## config.mk

```make
export PLATFORM = sky130hd
export DESIGN_NAME = i2c_cmd_decoder
export DESIGN_NICKNAME = d
export VERILOG_FILES = /design/src/rtl/cmdrx_pkg.sv /design/src/rtl/cmdrx_sync.sv /design/src/rtl/cmdrx_cond.sv /design/src/rtl/cmdrx_link.sv /design/src/rtl/cmdrx_decode.sv /design/src/rtl/i2c_cmd_decoder.sv
export SDC_FILE = /design/constraint.sdc
export NUM_CORES = 1
export LEC_CHECK = 0
export BUFFER_PORTS_ARGS = -buffer_cell sky130_fd_sc_hd__buf_2
export CAP_MARGIN = 10
export CORE_MARGIN = 5
export CORE_UTILIZATION = 40
export DETAILED_ROUTE_END_ITERATION = 7
export MAX_ROUTING_LAYER = met4
export PLACE_DENSITY = 0.63
export SKIP_LAST_GASP = 1
export SLEW_MARGIN = 40
export SYNTH_ARGS = -nofsm -noshare
export SYNTH_HDL_FRONTEND = slang
export SYNTH_SLANG_ARGS = --single-unit
```

## constraint.sdc

```tcl
create_clock -name clk -period 3.2 [get_ports clk]
set_input_delay 0.8 -clock clk [delete_from_list [all_inputs] [get_ports clk]]
set_output_delay 0.8 -clock clk [all_outputs]
set_load 0.005 [all_outputs]
```

## src/rtl/cmdrx_pkg.sv

```systemverilog
package cmdrx_pkg;

    localparam int SEL_W  = 3;
    localparam int DATA_W = 5;
    localparam int CMD_W  = SEL_W + DATA_W;
    localparam int NUM_FUNC = 1 << SEL_W;
    localparam int CNT_W  = $clog2(CMD_W + 1);

    localparam logic [SEL_W-1:0] FN_SHUTDOWN = 3'd0;
    localparam logic [SEL_W-1:0] FN_PEAK     = 3'd1;
    localparam logic [SEL_W-1:0] FN_DUTY1    = 3'd2;
    localparam logic [SEL_W-1:0] FN_DUTY2    = 3'd3;
    localparam logic [SEL_W-1:0] FN_DUTY3    = 3'd4;
    localparam logic [SEL_W-1:0] FN_RISE_TGT = 3'd5;
    localparam logic [SEL_W-1:0] FN_FALL_TGT = 3'd6;
    localparam logic [SEL_W-1:0] FN_STEP_RUN = 3'd7;

    typedef enum logic [2:0] {
        ST_IDLE,
        ST_ADDR,
        ST_ADDR_ACK,
        ST_DATA,
        ST_DATA_ACK,
        ST_IGNORE
    } link_st_e;

    typedef struct packed {
        link_st_e         st;
        logic [CNT_W-1:0] bitcnt;
        logic [CMD_W-1:0] shreg;
        logic [CMD_W-1:0] cmd;
        logic             ack;
        logic             fire;
    } link_state_t;

    typedef struct packed {
        logic scl_prev;
        logic sda_prev;
    } cond_state_t;

endpackage

```

## src/rtl/cmdrx_sync.sv

```systemverilog
module cmdrx_sync #(
    parameter int WIDTH  = 2,
    parameter int STAGES = 2
) (
    input  logic             clk,
    input  logic             rst_n,
    input  logic [WIDTH-1:0] async_i,
    output logic [WIDTH-1:0] sync_o
);

    for (genvar b = 0; b < WIDTH; b++) begin : g_bit
        logic [STAGES-1:0] chain_d, chain_q;

        always_comb begin
            chain_d = {chain_q[STAGES-2:0], async_i[b]};
        end

        always_ff @(posedge clk or negedge rst_n) begin
            if (!rst_n) chain_q <= '1;
            else        chain_q <= chain_d;
        end

        assign sync_o[b] = chain_q[STAGES-1];
    end

endmodule

```

## src/rtl/cmdrx_cond.sv

```systemverilog
module cmdrx_cond
    import cmdrx_pkg::*;
(
    input  logic clk,
    input  logic rst_n,
    input  logic scl_s,
    input  logic sda_s,
    output logic start_o,
    output logic stop_o,
    output logic rise_o,
    output logic fall_o
);

    cond_state_t cond_d, cond_q;

    always_comb begin
        cond_d.scl_prev = scl_s;
        cond_d.sda_prev = sda_s;
        // data edges while the clock stays high mark frame boundaries
        start_o = scl_s &  cond_q.scl_prev &  cond_q.sda_prev & ~sda_s;
        stop_o  = scl_s &  cond_q.scl_prev & ~cond_q.sda_prev &  sda_s;
        rise_o  = scl_s & ~cond_q.scl_prev;
        fall_o  = ~scl_s & cond_q.scl_prev;
    end

    always_ff @(posedge clk or negedge rst_n) begin
        if (!rst_n) cond_q <= '{scl_prev: 1'b1, sda_prev: 1'b1};
        else        cond_q <= cond_d;
    end

endmodule

```

## src/rtl/cmdrx_link.sv

```systemverilog
module cmdrx_link
    import cmdrx_pkg::*;
#(
    parameter logic [6:0] DEV_ADDR = 7'h39
) (
    input  logic             clk,
    input  logic             rst_n,
    input  logic             start_i,
    input  logic             stop_i,
    input  logic             rise_i,
    input  logic             fall_i,
    input  logic             sda_s,
    output logic             ack_o,
    output logic             fire_o,
    output logic [CMD_W-1:0] cmd_o
);

    localparam logic [CMD_W-1:0] ADDR_WORD = {DEV_ADDR, 1'b0};
    localparam logic [CNT_W-1:0] FULL_CNT  = CNT_W'(CMD_W);

    link_state_t link_d, link_q;

    always_comb begin
        link_d      = link_q;
        link_d.fire = 1'b0;
        if (start_i) begin
            link_d.st     = ST_ADDR;
            link_d.bitcnt = '0;
            link_d.shreg  = '0;
            link_d.ack    = 1'b0;
        end else if (stop_i) begin
            link_d.st     = ST_IDLE;
            link_d.bitcnt = '0;
            link_d.ack    = 1'b0;
        end else begin
            case (link_q.st)
                ST_ADDR, ST_DATA: begin
                    if (rise_i && link_q.bitcnt < FULL_CNT) begin
                        link_d.shreg  = {link_q.shreg[CMD_W-2:0], sda_s};
                        link_d.bitcnt = link_q.bitcnt + 1'b1;
                    end else if (fall_i && link_q.bitcnt == FULL_CNT) begin
                        if (link_q.st == ST_ADDR) begin
                            if (link_q.shreg == ADDR_WORD) begin
                                link_d.st  = ST_ADDR_ACK;
                                link_d.ack = 1'b1;
                            end else begin
                                link_d.st = ST_IGNORE;
                            end
                        end else begin
                            link_d.st  = ST_DATA_ACK;
                            link_d.ack = 1'b1;
                            link_d.cmd = link_q.shreg;
                        end
                    end
                end
                ST_ADDR_ACK: begin
                    if (fall_i) begin
                        link_d.st     = ST_DATA;
                        link_d.ack    = 1'b0;
                        link_d.bitcnt = '0;
                    end
                end
                ST_DATA_ACK: begin
                    if (rise_i) link_d.fire = 1'b1;
                    if (fall_i) begin
                        link_d.st     = ST_DATA;
                        link_d.ack    = 1'b0;
                        link_d.bitcnt = '0;
                    end
                end
                default: ;
            endcase
        end
    end

    always_ff @(posedge clk or negedge rst_n) begin
        if (!rst_n) begin
            link_q <= '{st: ST_IDLE, bitcnt: '0, shreg: '0, cmd: '0,
                        ack: 1'b0, fire: 1'b0};
        end else begin
            link_q <= link_d;
        end
    end

    assign ack_o  = link_q.ack;
    assign fire_o = link_q.fire;
    assign cmd_o  = link_q.cmd;

endmodule

```

## src/rtl/cmdrx_decode.sv

```systemverilog
module cmdrx_decode
    import cmdrx_pkg::*;
(
    input  logic                fire_i,
    input  logic [CMD_W-1:0]    cmd_i,
    output logic [NUM_FUNC-1:0] wr_en_o,
    output logic [DATA_W-1:0]   wr_data_o
);

    logic [SEL_W-1:0] sel;
    assign sel = cmd_i[CMD_W-1:DATA_W];

    for (genvar k = 0; k < NUM_FUNC; k++) begin : g_en
        assign wr_en_o[k] = fire_i && (sel == SEL_W'(k));
    end

    always_comb begin
        wr_data_o = (sel == FN_SHUTDOWN) ? '0 : cmd_i[DATA_W-1:0];
    end

endmodule

```

## src/rtl/i2c_cmd_decoder.sv

```systemverilog
module i2c_cmd_decoder
    import cmdrx_pkg::*;
#(
    parameter logic [6:0] DEV_ADDR    = 7'h39,
    parameter int         SYNC_STAGES = 2
) (
    input  logic                clk,
    input  logic                rst_n,
    input  logic                scl_i,
    input  logic                sda_i,
    output logic                sda_pull_o,
    output logic [NUM_FUNC-1:0] wr_en_o,
    output logic [DATA_W-1:0]   wr_data_o
);

    logic [1:0]       sync_vec;
    logic             scl_s, sda_s;
    logic             start_c, stop_c, rise_c, fall_c;
    logic             fire_c;
    logic [CMD_W-1:0] cmd_c;

    cmdrx_sync #(.WIDTH(2), .STAGES(SYNC_STAGES)) u_sync (
        .clk     (clk),
        .rst_n   (rst_n),
        .async_i ({scl_i, sda_i}),
        .sync_o  (sync_vec)
    );
    assign scl_s = sync_vec[1];
    assign sda_s = sync_vec[0];

    cmdrx_cond u_cond (
        .clk     (clk),
        .rst_n   (rst_n),
        .scl_s   (scl_s),
        .sda_s   (sda_s),
        .start_o (start_c),
        .stop_o  (stop_c),
        .rise_o  (rise_c),
        .fall_o  (fall_c)
    );

    cmdrx_link #(.DEV_ADDR(DEV_ADDR)) u_link (
        .clk     (clk),
        .rst_n   (rst_n),
        .start_i (start_c),
        .stop_i  (stop_c),
        .rise_i  (rise_c),
        .fall_i  (fall_c),
        .sda_s   (sda_s),
        .ack_o   (sda_pull_o),
        .fire_o  (fire_c),
        .cmd_o   (cmd_c)
    );

    cmdrx_decode u_decode (
        .fire_i    (fire_c),
        .cmd_i     (cmd_c),
        .wr_en_o   (wr_en_o),
        .wr_data_o (wr_data_o)
    );

endmodule

```

==> results.sh <==
export IMPL_status="complete, no violations"
export IMPL_final_common_cell="dfrtp_1"
export IMPL_antenna_found_initial=0
export IMPL_fin_skew_ns=0.00409
export IMPL_h_tree_depth=2
export IMPL_rows=22
export IMPL_synthCells=130
export IMPL_fillers=348
export IMPL_final_area_sq_mm=0.00168
export IMPL_dr_pass1_iters=4
export IMPL_cts_root_buf="clkbuf_8"
export IMPL_clock_path_buffers=2
export IMPL_end_kind="output port"
export IMPL_hold_buffers=0
export IMPL_synth_simple_area_share_pct=18.8
export IMPL_cts_tree="built"
export IMPL_critPathLaunch="u_link.cmd_o[7]"
export IMPL_initial_core_util_pct=41.0
export IMPL_first_iter_violations=38
export IMPL_tightest_slew_ns=0.653
export IMPL_synth_top_family_by_area="simple AND/OR/NAND/NOR gates"
export IMPL_antennaDiodeCount=0
export IMPL_cp_start_kind="register"
export IMPL_postCtsSetupBuffers=0
export IMPL_hold_viol=0
export IMPL_vias_per_cell=5.07
export IMPL_r2r_cells=6
export IMPL_gp_congestion=0.799
export IMPL_max_freq_mhz=447
export IMPL_routed_via_count=1003
export IMPL_clkLatencyLatePin_ns=0.28
export IMPL_cts_resized=0
export IMPL_avgSynthCellArea_sq_um=11.5
export IMPL_cts_buffers=5
export IMPL_die_h_um=71.0
export IMPL_critical_path_class="reg -> out"
export IMPL_ys_seq_area_share_pct=52.6
export IMPL_grt_max_degree=32
export IMPL_tns_ns=0
export IMPL_hold_path_startpoint="u_sync.g_bit[1].chain_q[0]"
export IMPL_synth_adder_area_share_pct=1.68
export IMPL_dieArea_sq_mm=0.00504
export IMPL_grt_usage_pct=12.2
export IMPL_worst_ep_required_time_ns=2.40
export IMPL_holdPathStages=0
export IMPL_muxShareOfSynthArea_pct=8.07
export IMPL_slew_headroom_pct=56.4
export IMPL_placed_area_sq_mm=0.00160
export IMPL_rsz0062_at_grt="false"
export IMPL_synth_fp_nets=136
export IMPL_peakVddDrop_uv=373
export IMPL_multi_input_area_sq_um=644
export IMPL_r2r_end="u_link.cmd_o[2]"
export IMPL_min_path_type="reg -> reg"
export IMPL_final_cell_mix="dfrtp_1 (25), buf_2 (17), nand2_1 (9), nand2b_1 (8), mux2_4 (8)"
export IMPL_synthXorXnorAreaFrac_pct=1.18
export IMPL_slowest_stage="nor3_1"
export IMPL_drv_slew=0
export IMPL_fp_dieW_um=71.0
export IMPL_p_per_area_mw_per_mm2=636
export IMPL_yosys_warnings=0
export IMPL_whs_endpoint="u_sync.g_bit[1].chain_q[1]"
export IMPL_crit_fanout=7
export IMPL_dp_hpwl_mm=1.93
export IMPL_clk_pin_slew_ns=0.06
export IMPL_critical_path_buf_inv_count=1
export IMPL_synth_cell_types=38
export IMPL_reg2reg_from="u_link.link_q[18]"
export IMPL_p_leak_nw=0.810
export IMPL_period_share_pct=70.0
export IMPL_clkSinkCount=31
export IMPL_min_period_ns=2.24
export IMPL_ant_nets=0
export IMPL_port_buffers=17
export IMPL_overflow=0
export IMPL_synth_compound_area_share_pct=13.5
export IMPL_crit_chain="nor3_1 > nor2b_1 > buf_2"
export IMPL_io_pins=18
export IMPL_area_growth_pct=13.1
export IMPL_post_drt_wl_per_cell_um=12.9
export IMPL_grt_pass1_wl_mm=4.68
export IMPL_r2r_slack_ns=1.24
export IMPL_fin_hold_ws_ns=0.355
export IMPL_ys_ff_latch=31
export IMPL_register_area_sq_um=783
export IMPL_syn_area_sq_mm=0.00149
export IMPL_core_area_sq_mm=0.00363
export IMPL_finalSetupViolCount=0
export IMPL_wirelength_mm=2.56
export IMPL_cp_top_family="simple AND/OR/NAND/NOR gates"
export IMPL_drive_gt1_share_pct=28.0
export IMPL_remaining_drc_errors=0
export IMPL_fin_nets=155
export IMPL_crit_path_max_incr_delay_ns=0.48
export IMPL_maxCapViolations=0
export IMPL_arrival_ns=1.44
export IMPL_grt_pass1_vias=999
stage by stage:
step	setup WS (ns)	util, %	power (mW)	cells
global placement	1.26	44.0	0.782	190
finish	0.960	46.3	1.07	198
CTS	0.928	46.3	1.09	198
floorplan	1.37	-	0.733	130
detailed placement	1.24	44.0	0.790	190
global route	0.802	46.3	1.16	198
metal layers:
metal / GRT usage, % / up-vias / share of wire (%)
met2: 17.1 / 24 / 44
met3: 4.69 / 7 / 6.3
met5: - / - / 0
li1: - / 498 / -
met1: 15.1 / 474 / 47
met4: 6.26 / 0 / 2.3
Yosys cell counts:
master	instances	share of area, %
nor2_1	7	1.8
o22a_1	1	0.59
o211a_1	1	0.67
nand4_1	1	0.42
nand3_1	4	1.3
nor2b_1	6	2.5
a2bb2oi_1	1	0.59
a22oi_1	1	0.50
nor3b_1	1	0.50
a21oi_1	3	1.0
xor2_1	2	1.2
o21a_1	3	1.5
nor4b_1	1	0.59
or3_4	1	0.76
nand2b_1	8	3.4
nand3b_1	1	0.50
o21ai_0	3	1.0
ha_1	2	1.7
nand2b_4	2	1.8
buf_6	2	1.5
a41oi_1	1	0.59
mux2_4	8	8.1
a21boi_0	1	0.50
buf_2	1	0.34
dfrtp_1	25	42
o2bb2ai_1	1	0.59
dfstp_2	6	11
clkbuf_1	2	0.50
o22ai_1	1	0.42
a22o_1	7	4.1
nand2_1	9	2.3
inv_1	5	1.3
a32oi_1	1	0.59
buf_4	1	0.50
nor3_1	5	1.7
or2_1	1	0.42
or3_1	2	0.84
a31oi_1	2	0.84
worst register-to-register path, cell delays in order, from the launching register on:
cell	delay [ns]
dfrtp_1	0.42
inv_1	0.07
ha_1	0.14
nand3b_1	0.07
or3_4	0.41
or2_1	0.39
mux2_4	0.36
worst max path at each step:
stage	slack (ns)	end	cells past startpoint
global route	0.80	wr_data_o[1]	3
CTS	0.93	wr_data_o[4]	3
global placement	1.26	u_link.cmd_o[3]	6
detailed placement	1.24	u_link.cmd_o[2]	6
finish	0.96	wr_data_o[1]	3
floorplan	1.37	u_link.cmd_o[0]	6
where the power goes:
| group | switching, mW | leakage (nW) | internal (mW) |
|---|---|---|---|
| combinational | 0.109 | 0.368 | 0.117 |
| clock | 0.135 | 0.0412 | 0.151 |
| sequential | 0.0932 | 0.401 | 0.465 |
flip-flops by register name (all words and copies together) (netlist names):
| register | cells |
|---|---|
| u_sync.g_bit.chain_q | 4 |
| u_cond.cond_q | 2 |
| u_link.ack_o | 1 |
| u_link.fire_o | 1 |
| u_link.cmd_o | 8 |
| u_link.link_q | 15 |
final cells by class:
cell class                 count  area share, %
clock buffer                   6           4.31
clock inverter                 2          0.743
inverter                       5           1.11
multi-input combinational     88           38.3
sequential                    31           46.5
tap                           48           3.57
timing repair buffer          18           5.50
kinds of logic (layout without fill, tap and decap cells):
logic type | after synthesis | count (layout)
compound gates | 27 | 27
simple gates | 49 | 49
buf+inv | 11 | 31
xor+xnor | 2 | 2
flops | 31 | 31
mux | 8 | 8
fa+ha+maj | 2 | 2
Note: power is estimated with default switching activity, not from simulation.
